===== config.mk =====
export PLATFORM = sky130hd
export DESIGN_NAME = wdt_supervisor
export DESIGN_NICKNAME = d
export VERILOG_FILES = /design/src/rtl/wdt_pkg.sv /design/src/rtl/wdt_sync_bit.sv /design/src/rtl/wdt_kick_detect.sv /design/src/rtl/wdt_ms_tick.sv /design/src/rtl/wdt_timer.sv /design/src/rtl/wdt_stretch.sv /design/src/rtl/wdt_supervisor.sv
export SDC_FILE = /design/constraint.sdc
export NUM_CORES = 1
export LEC_CHECK = 0
export BUFFER_PORTS_ARGS = -buffer_cell sky130_fd_sc_hd__buf_2
export CORE_MARGIN = 1
export CORE_UTILIZATION = 40
export DETAILED_ROUTE_END_ITERATION = 8
export HOLD_SLACK_MARGIN = 0.12
export SLEW_MARGIN = 20
export SYNTH_ARGS = -nofsm -noshare
export SYNTH_HDL_FRONTEND = slang
export SYNTH_SLANG_ARGS = --single-unit

===== constraint.sdc =====
create_clock -name clk -period 3.4 [get_ports clk]
set_input_delay 0.34 -clock clk [delete_from_list [all_inputs] [get_ports clk]]
set_output_delay 0.34 -clock clk [all_outputs]
set_load 0.01 [all_outputs]

===== src/rtl/wdt_pkg.sv =====
// Package: shared types of the reset supervisor.
// Assumes: 2-bit timeout select code supplied by the system integrator.
package wdt_pkg;

    // Timeout select codes; the numeric values are decoded by wdt_timer.
    typedef enum logic [1:0] {
        SEL_LONG  = 2'b00,
        SEL_MID   = 2'b01,
        SEL_SHORT = 2'b10,
        SEL_OFF   = 2'b11
    } tmo_sel_e;

    // Bit width needed to hold values 0..val.
    function automatic int width_for(input int val);
        return (val > 1) ? $clog2(val + 1) : 1;
    endfunction

endpackage


===== src/rtl/wdt_sync_bit.sv =====
// Module: wdt_sync_bit
// Multi-flop synchronizer for a single asynchronous input.
// Assumes: input is a level that stays stable for several clock cycles.
module wdt_sync_bit #(
    parameter int   STAGES  = 2,
    parameter logic RST_VAL = 1'b0
) (
    input  logic clk,
    input  logic rst_n,
    input  logic din,
    output logic dout
);
    logic [STAGES-1:0] chain;

    // Purpose: shift the asynchronous input through the flop chain.
    always_ff @(posedge clk) begin
        if (!rst_n) begin
            chain <= {STAGES{RST_VAL}};
        end else begin
            chain <= {chain[STAGES-2:0], din};
        end
    end

    assign dout = chain[STAGES-1];

endmodule


===== src/rtl/wdt_kick_detect.sv =====
// Module: wdt_kick_detect
// Synchronizes the chip-select line and emits a one-cycle service pulse
// on each high-to-low transition of the synchronized signal.
// Assumes: chip select idles high after reset.
module wdt_kick_detect #(
    parameter int SYNC_STAGES = 2
) (
    input  logic clk,
    input  logic rst_n,
    input  logic cs_n,
    output logic kick
);
    logic cs_sync;
    logic cs_prev;

    wdt_sync_bit #(.STAGES(SYNC_STAGES), .RST_VAL(1'b1)) u_sync (
        .clk   (clk),
        .rst_n (rst_n),
        .din   (cs_n),
        .dout  (cs_sync)
    );

    // Purpose: remember the previous synchronized level for edge detection.
    always_ff @(posedge clk) begin
        if (!rst_n) begin
            cs_prev <= 1'b1;
        end else begin
            cs_prev <= cs_sync;
        end
    end

    assign kick = cs_prev & ~cs_sync;

    AST_KICK_SINGLE: assert property (@(posedge clk) disable iff (!rst_n)
        kick |=> !kick);

endmodule


===== src/rtl/wdt_ms_tick.sv =====
// Module: wdt_ms_tick
// Millisecond prescaler: pulses tick once every DIV cycles; clr restarts
// the phase so an interval measured from clr is exact.
// Assumes: DIV >= 2.
module wdt_ms_tick #(
    parameter int DIV = 50_000
) (
    input  logic clk,
    input  logic rst_n,
    input  logic clr,
    output logic tick
);
    localparam int CW = wdt_pkg::width_for(DIV - 1);
    localparam logic [CW-1:0] LAST = CW'(DIV - 1);

    logic [CW-1:0] phase;

    // Purpose: count clock cycles within one millisecond.
    always_ff @(posedge clk) begin
        if (!rst_n || clr) begin
            phase <= '0;
        end else if (phase == LAST) begin
            phase <= '0;
        end else begin
            phase <= phase + 1'b1;
        end
    end

    assign tick = (phase == LAST) && !clr;

    AST_PHASE_RANGE: assert property (@(posedge clk) disable iff (!rst_n)
        phase <= LAST);

endmodule


===== src/rtl/wdt_timer.sv =====
// Module: wdt_timer
// Programmable watchdog counter in milliseconds. It restarts on a service
// pulse, on a select-code change and while hold is high; the disabled code
// keeps it cleared. It emits a one-cycle expire pulse when the period lapses.
// Assumes: hold is the block's own reset output (counter frozen during reset).
module wdt_timer
    import wdt_pkg::*;
#(
    parameter int DIV      = 50_000,
    parameter int LONG_MS  = 1400,
    parameter int MID_MS   = 600,
    parameter int SHORT_MS = 200
) (
    input  logic       clk,
    input  logic       rst_n,
    input  tmo_sel_e   sel,
    input  logic       kick,
    input  logic       hold,
    output logic       expire
);
    localparam int MAX_A  = (LONG_MS > MID_MS) ? LONG_MS : MID_MS;
    localparam int MAX_MS = (MAX_A > SHORT_MS) ? MAX_A : SHORT_MS;
    localparam int MSW    = width_for(MAX_MS);

    tmo_sel_e       sel_q;
    logic [MSW-1:0] ms_cnt;
    logic [MSW-1:0] lim;
    logic           restart;
    logic           tick;

    // Purpose: decode the select code into a millisecond limit.
    always_comb begin
        unique case (sel_q)
            SEL_LONG:  lim = MSW'(LONG_MS);
            SEL_MID:   lim = MSW'(MID_MS);
            SEL_SHORT: lim = MSW'(SHORT_MS);
            default:   lim = MSW'(MAX_MS);
        endcase
    end

    assign restart = kick || hold || (sel != sel_q) || (sel_q == SEL_OFF);

    wdt_ms_tick #(.DIV(DIV)) u_tick (
        .clk   (clk),
        .rst_n (rst_n),
        .clr   (restart),
        .tick  (tick)
    );

    // Purpose: register the select code so a change can be detected.
    always_ff @(posedge clk) begin
        if (!rst_n) begin
            sel_q <= SEL_LONG;
        end else begin
            sel_q <= sel;
        end
    end

    // Purpose: count elapsed milliseconds since the last restart.
    always_ff @(posedge clk) begin
        if (!rst_n || restart) begin
            ms_cnt <= '0;
        end else if (tick) begin
            if (ms_cnt == lim - 1'b1) begin
                ms_cnt <= '0;
            end else begin
                ms_cnt <= ms_cnt + 1'b1;
            end
        end
    end

    assign expire = tick && (ms_cnt == lim - 1'b1);

    AST_OFF_NO_EXPIRE: assert property (@(posedge clk) disable iff (!rst_n)
        (sel_q == SEL_OFF) |-> !expire);
    AST_HELD_CLEAR: assert property (@(posedge clk) disable iff (!rst_n)
        hold |=> (ms_cnt == '0));
    AST_SEL_RESTART: assert property (@(posedge clk) disable iff (!rst_n)
        (sel != sel_q) |=> (ms_cnt == '0));
    AST_EXPIRE_SINGLE: assert property (@(posedge clk) disable iff (!rst_n)
        expire |=> !expire);
    AST_CNT_BOUND: assert property (@(posedge clk) disable iff (!rst_n)
        ms_cnt <= MSW'(MAX_MS));

endmodule


===== src/rtl/wdt_stretch.sv =====
// Module: wdt_stretch
// Reset pulse former: a hold request keeps the output high and reloads the
// pulse length; an expire trigger loads it. The output falls PULSE_MS
// milliseconds after the last load. Block reset loads it (power-on pulse).
// Assumes: trigger inputs are synchronous to clk.
module wdt_stretch #(
    parameter int DIV      = 50_000,
    parameter int PULSE_MS = 200
) (
    input  logic clk,
    input  logic rst_n,
    input  logic hold_req,
    input  logic pulse_req,
    output logic rst_out
);
    localparam int LW = wdt_pkg::width_for(PULSE_MS);
    localparam logic [LW-1:0] FULL = LW'(PULSE_MS);

    logic [LW-1:0] left_ms;
    logic          load;
    logic          tick;

    assign load = hold_req || pulse_req;

    wdt_ms_tick #(.DIV(DIV)) u_tick (
        .clk   (clk),
        .rst_n (rst_n),
        .clr   (load),
        .tick  (tick)
    );

    // Purpose: count down the remaining reset time in milliseconds.
    always_ff @(posedge clk) begin
        if (!rst_n || load) begin
            left_ms <= FULL;
        end else if (tick && (left_ms != '0)) begin
            left_ms <= left_ms - 1'b1;
        end
    end

    assign rst_out = (left_ms != '0);

    AST_HOLD_ASSERTS: assert property (@(posedge clk) disable iff (!rst_n)
        hold_req |=> rst_out);
    AST_EXPIRE_ASSERTS: assert property (@(posedge clk) disable iff (!rst_n)
        pulse_req |=> rst_out);
    AST_LEFT_BOUND: assert property (@(posedge clk) disable iff (!rst_n)
        left_ms <= FULL);

endmodule


===== src/rtl/wdt_supervisor.sv =====
// Module: wdt_supervisor (top)
// Reset supervisor: watchdog serviced by chip-select falling edges, plus
// undervoltage and power-good sources, merged into one active-high reset.
// Assumes: vlow and pwr_ok are digital levels from external analog circuits.
module wdt_supervisor
    import wdt_pkg::*;
#(
    parameter int CLK_HZ      = 50_000_000,
    parameter int TICK_DIV    = CLK_HZ / 1000,
    parameter int LONG_MS     = 1400,
    parameter int MID_MS      = 600,
    parameter int SHORT_MS    = 200,
    parameter int PULSE_MS    = 200,
    parameter int SYNC_STAGES = 2
) (
    input  logic       clk,
    input  logic       rst_n,
    input  logic [1:0] tmo_sel,
    input  logic       cs_n,
    input  logic       vlow,
    input  logic       pwr_ok,
    output logic       rst_out
);
    logic kick;
    logic vlow_s;
    logic pwr_ok_s;
    logic supply_hold;
    logic expire;

    wdt_kick_detect #(.SYNC_STAGES(SYNC_STAGES)) u_kick (
        .clk   (clk),
        .rst_n (rst_n),
        .cs_n  (cs_n),
        .kick  (kick)
    );

    wdt_sync_bit #(.STAGES(SYNC_STAGES), .RST_VAL(1'b0)) u_vlow_sync (
        .clk   (clk),
        .rst_n (rst_n),
        .din   (vlow),
        .dout  (vlow_s)
    );

    wdt_sync_bit #(.STAGES(SYNC_STAGES), .RST_VAL(1'b0)) u_pwr_sync (
        .clk   (clk),
        .rst_n (rst_n),
        .din   (pwr_ok),
        .dout  (pwr_ok_s)
    );

    assign supply_hold = vlow_s || !pwr_ok_s;

    wdt_timer #(
        .DIV      (TICK_DIV),
        .LONG_MS  (LONG_MS),
        .MID_MS   (MID_MS),
        .SHORT_MS (SHORT_MS)
    ) u_timer (
        .clk    (clk),
        .rst_n  (rst_n),
        .sel    (tmo_sel_e'(tmo_sel)),
        .kick   (kick),
        .hold   (rst_out),
        .expire (expire)
    );

    wdt_stretch #(
        .DIV      (TICK_DIV),
        .PULSE_MS (PULSE_MS)
    ) u_stretch (
        .clk       (clk),
        .rst_n     (rst_n),
        .hold_req  (supply_hold),
        .pulse_req (expire),
        .rst_out   (rst_out)
    );

    AST_NO_EXPIRE_IN_RST: assert property (@(posedge clk) disable iff (!rst_n)
        rst_out |=> !expire);
    AST_SUPPLY_RST: assert property (@(posedge clk) disable iff (!rst_n)
        (vlow_s || !pwr_ok_s) |=> rst_out);

endmodule


Word level (Yosys, flattened, before mapping)
Cells that the tools add are included.
- input bits: 7
- bits in registers: 60
- eq/ne operators: 7
- add/sub/neg operators: 5
- bitwise logic cells: 2
- muxes and demuxes: 2
- reduce and logical (&&, ||, !) cells: 18
- operators with widths (kind ; count):
    16-bit by 1-bit adder with 16-bit output, second input constant ; 2
    16-bit == test, second input constant ; 2
    11-bit case mux with 2 select lines ; 1
    11-bit by 1-bit adder with 11-bit output, second input constant ; 1
    11-bit == test ; 1
    11-bit two-way mux ; 1
    11-bit by 1-bit subtractor with 11-bit output, second input constant ; 1
    8-bit nonzero test ; 1
    8-bit by 1-bit subtractor with 8-bit output, second input constant ; 1
    1-bit logical OR ; 7
    2-bit == test, second input constant ; 2
    1-bit logical AND ; 4
    1-bit zero test ; 4
    2-bit OR reduction ; 2
    2-bit by 1-bit == test with 1-bit output, second input constant ; 1
    2-bit != test ; 1
    1-bit AND ; 1
    1-bit inverter ; 1

Depth between registers and ports, before layout
- depth in word-level cells: 12
- gate-level depth with buffers: 9
- gate-level depth less buffers: 7

By module
Synthesis repeated with hierarchy kept, for this count alone.
- cells, all modules: 304
- area total of the unflattened synthesis: 2916.5 um^2
- by module, submodules not included (module ; cells each ; area each (um^2) ; times used ; seq. area each (um^2)):
    wdt_ms_tick ; 81 ; 770.7 ; 2 ; 320.3
    wdt_timer ; 74 ; 730.7 ; 1 ; 260.2
    wdt_stretch ; 52 ; 447.9 ; 1 ; 160.2
    wdt_sync_bit ; 4 ; 52.6 ; 3 ; 40.0
    wdt_kick_detect ; 3 ; 32.5 ; 1 ; 20.0
    wdt_supervisor ; 1 ; 6.3 ; 1 ; 0.0

Worst setup path before layout
Ideal clock, no wire load.
- path type: reg2reg
- start: register u_timer.sel_q[0]
- end: register u_timer.ms_cnt[7]
- stages on the path, launching flop included: 8
- arrival: 2.114 ns
- slack: 1.154 ns
- data required time: 3.268 ns
- path buffers: 2
- period minus slack after synthesis: 2.246 ns
- cell sequence: dfxtp_1 ha_1 or4_4 or3_1 buf_2 buf_2 o41ai_1 a21oi_1
- longest elaborated chain between the ends: 5
- elaborated cells on any way between the ends: 13
- classes of those cells: add/sub (1); eq/ne (5); mux (2); reduce/logical (5)
- ends and longest elaborated chain (what ; line ; source):
    start: declaration ; wdt_timer.sv:25 ; tmo_sel_e sel_q;
    start signal: assignment ; wdt_timer.sv:55 ; sel_q <= sel;
    2-bit == test, or another cell as far along ; wdt_timer.sv:33 ; unique case (sel_q)
    11-bit case mux with 2 select lines / 1-bit logical OR (equally long branches) ; wdt_timer.sv:33, wdt_timer.sv:41 ;
    11-bit by 1-bit subtractor with 11-bit output / 1-bit logical OR (equally long branches) ; wdt_timer.sv:64, wdt_timer.sv:41 ;
    11-bit == test / 1-bit zero test (equally long branches) ; wdt_timer.sv:64, wdt_ms_tick.sv:29 ;
    11-bit two-way mux / 1-bit logical AND (equally long branches) ; wdt_timer.sv:64, wdt_ms_tick.sv:29 ;
    end signal: assignment ; wdt_timer.sv:67 ; ms_cnt <= ms_cnt + 1'b1;
    end: declaration ; wdt_timer.sv:26 ; logic [MSW-1:0] ms_cnt;
Several ways; a longest one is shown, not always the timed one.
A chain may end at the register's enable or synchronous reset.

Worst setup path in the final report
- start: register u_timer.sel_q[0]
- end: register u_timer.ms_cnt[9]
The elaborated chain is that of the path after synthesis.

==> metrics.txt <==
run status complete, no violations; number of H-tree levels 3; detail-routed via count per cell 5.11; GRT overflow 0; CP Data Arrival Time 2760 ps; critical path's top delay family simple AND/OR/NAND/NOR gates; global routing usage summed across all routing layers 14.6%; unrepaired setup endpoints after global routing false; Worst-Skew Late Latency 340 ps; Resize count post-CTS 0; number of buffers created by CTS 9; max-slew violation total from the final report 0; register area share after synthesis 44.4%; Post-route DRC 0; FF/Latch Area 1200 sq um; area of the multi-input gates 1440 sq um; starting density of the core 42.1%; dominant register cell in the synthesized netlist sky130_fd_sc_hd__dfxtp_1; number of buffers added for setup after CTS 0; Final Skew 8.73 ps; sort of element at the start of the critical path flop; Worst Hold End u_kick.u_sync.chain[0]; Post-Synth Simple-Gate Area 30.9%; longest individual stage delay on the worst path 600 ps; post-place instance area between 2000 and 3000 sq um; number of cells after detailed placement 376; total standard cell area after synthesis 2700 sq um; Clock Sink Count 60; first-pass GRT wire length approximately 8100 microns; area share of xor/xnor cells in the synthesized design about an eighth; required time at the worst-slack endpoint around 3700 ps; portion of synthesized cell area occupied by the leading cell type 44.4%; filler cell count 631; routed length per instance about 12 microns; drt first-iter violations 64; buffers and inverters on the worst path 0; r2r startpoint u_timer.sel_q[0]; leading cell types by total area after synthesis sky130_fd_sc_hd__dfxtp_1, sky130_fd_sc_hd__xor2_1, sky130_fd_sc_hd__nor2_1, sky130_fd_sc_hd__xnor2_1, sky130_fd_sc_hd__ha_1; most common cell after layout, fill and taps aside sky130_fd_sc_hd__dfxtp_1; Hold Violations, Final 0; cells traversed along the worst timing path ha_1 > or4_4 > or3_1 > or4_1 > a21oi_1; Power Dens Cells 482 nW/um^2; deepest clock path buffer count 2; part of the cycle the worst path needs between 70% and 80%; largest area contributor in the netlist sky130_fd_sc_hd__dfxtp_1; antenna violations before repair 0; post-route setup TNS 0 ps; share of post-route cells with drive strength above 1 between 10% and 20%; FP Rows 29; Final setup violation count 0; number of I/O pins 8; max-capacitance violation count 0; class of the most critical setup path flop to flop; number of diodes added for antenna fixing 0; floorplan core area 6420 sq um; Compound-Gate Fraction of Synth Area under 10%; height of the die 84.2 microns; Mapped Nets 313; commonest non-fill, non-tap cells in the layout sky130_fd_sc_hd__dfxtp_1, sky130_fd_sc_hd__nor2_1, sky130_fd_sc_hd__xor2_1; type of the worst min-delay path primary input to flop; final-stage net count 325; maximum number of pins on one net before global-route repair 18; FF-to-FF End u_timer.ms_cnt[9]; post-route design area roughly 3000 sq um; Cell variety after synth 42; maximum fanout count along the critical path 17; Synth async-reset ratio 0%; setup slack on the worst flop-to-flop path roughly 900 ps; Lkg Pwr 0.00101 uW; clock transition at the registers of the reported paths 70 ps; crit path time final approximately 2500 ps; WL final 4580 microns; mean cell area of the mapped netlist 9.07 sq um; final instance count without filler cells 392; Layout area overhead 12.7%; main combinational cell family by area after synthesis simple AND/OR/NAND/NOR gates; area share of fa/ha/maj cells after synthesis 3.70%; TritonRoute pass-1 iters 4; number of input and output port buffers inserted 7; peak ir drop on the vdd network 263 uV; DP Wirelength between 3000 and 4000 microns; Max transition margin between 40% and 50%; Detail Route Antenna Nets 0; Highest Clock Rate 0.400 GHz; chip width 84.2 microns; final weighted congestion in routability-driven placement 0.786; Crit-path slowest cell sky130_fd_sc_hd__or3_1; Hold Worst Slack 180 ps; proportion of synthesized area in mux cells less than 1%; buffer cell driving the clock tree root sky130_fd_sc_hd__clkbuf_8; TritonCTS clock tree done; slew at the pin closest to its max-slew limit 847 ps; worst hold start cs_n; Cells on Worst Hold Path 2; area of the die 7090 sq um; number of buffers added to fix hold violations after cts 0; Synth Instances 298; kind of end point of the critical path flop; Syn. warnings 0; number of enable flip-flop cells after synthesis 0; number of vias after detailed routing 2,004; flip-flop and latch count after synthesis 60; vias in the first global route around 1,900; Register-to-Register Path Depth 5
layout make-up:
| class | count | area share (%) |
|---|---|---|
| tap | 77 | 3.16 |
| clock buffer | 11 | 4.97 |
| clock inverter | 5 | 2.75 |
| multi-input combinational | 222 | 47.2 |
| inverter | 9 | 1.11 |
| timing repair buffer | 8 | 1.40 |
| sequential | 60 | 39.4 |
where the power goes:
| part | leakage (uW) | internal [uW] | switching [uW] | total [uW] |
|---|---|---|---|---|
| combinational | 0.000410 | 11.4 | 11.6 | 23.0 |
| clock | 0.000112 | 454 | 283 | 736 |
| sequential | 0.000485 | 708 | 2.41 | 710 |
worst register-to-register path: stages, from the launching register on:
cell and delay, ps:
sky130_fd_sc_hd__dfxtp_1 350, sky130_fd_sc_hd__ha_1 200, sky130_fd_sc_hd__or4_4 540, sky130_fd_sc_hd__or3_1 600, sky130_fd_sc_hd__or4_1 590, sky130_fd_sc_hd__a21oi_1 140
worst max-delay path by stage:
| stage | startpoint | end | slack (ps) | cells past startpoint |
|---|---|---|---|---|
| after floorplan | u_timer.sel_q[0] | u_timer.ms_cnt[7] | 1150 | 7 |
| after global placement | tmo_sel[0] | u_timer.ms_cnt[5] | 950 | 6 |
| after detailed placement | tmo_sel[0] | u_timer.ms_cnt[9] | 920 | 6 |
| after CTS | u_timer.sel_q[0] | u_timer.ms_cnt[9] | 900 | 5 |
| after global routing | u_stretch.left_ms[0] | u_timer.ms_cnt[4] | 760 | 7 |
| final | u_timer.sel_q[0] | u_timer.ms_cnt[9] | 900 | 5 |
registers in the layout, summed over array words and instances, names as in the netlist:
name and count:
u_stretch.u_tick.phase 16, u_vlow_sync.chain 2, u_pwr_sync.chain 2, u_kick.cs_prev 1, u_timer.u_tick.phase 16, u_timer.sel_q 2, u_stretch.left_ms 8, u_kick.u_sync.chain 2
u_timer.ms_cnt 11
cells by family after synthesis:
| family | Yosys count |
|---|---|
| xor gates and xnor gates | 40 |
| AOI/OAI and AO/OA | 23 |
| DFF | 60 |
| adders and majority gates | 8 |
| buffers and inverters | 16 |
| muxes | 1 |
| and+or+nand+nor | 150 |
synthesized netlist by cell type (all sizes together), types with 2 or more instances:
cell and instances:
a21oi 10, and2 7, and3 10, and4 2, buf 3, clkbuf 4, dfxtp 60, ha 8
inv 9, nand2 16, nand2b 8, nand3 16, nand4 13, nor2 47, nor2b 3, nor3 4
nor4 5, nor4bb 2, o21ai 3, o31ai 5, or3 2, or4 8, xnor2 19, xor2 21
through the flow:
stage	power [uW]	util, %	worst slack, ps
final	1470	47.5	902
after global routing	1520	47.5	760
after CTS	1490	47.5	902
after detailed placement	750	43.8	917
after global placement	749	43.8	949
after floorplan	741	-	1150
per-layer routing:
metal / vias up / part of all wire (%) / track usage, %
met5: - / 0 / 0
met4: 0 / 2.2 / 10.7
met3: 10 / 3.3 / 3.34
met2: 26 / 43 / 22.3
met1: 914 / 52 / 18.0
li1: 1054 / - / -
Power figures use the tool's default switching activity.
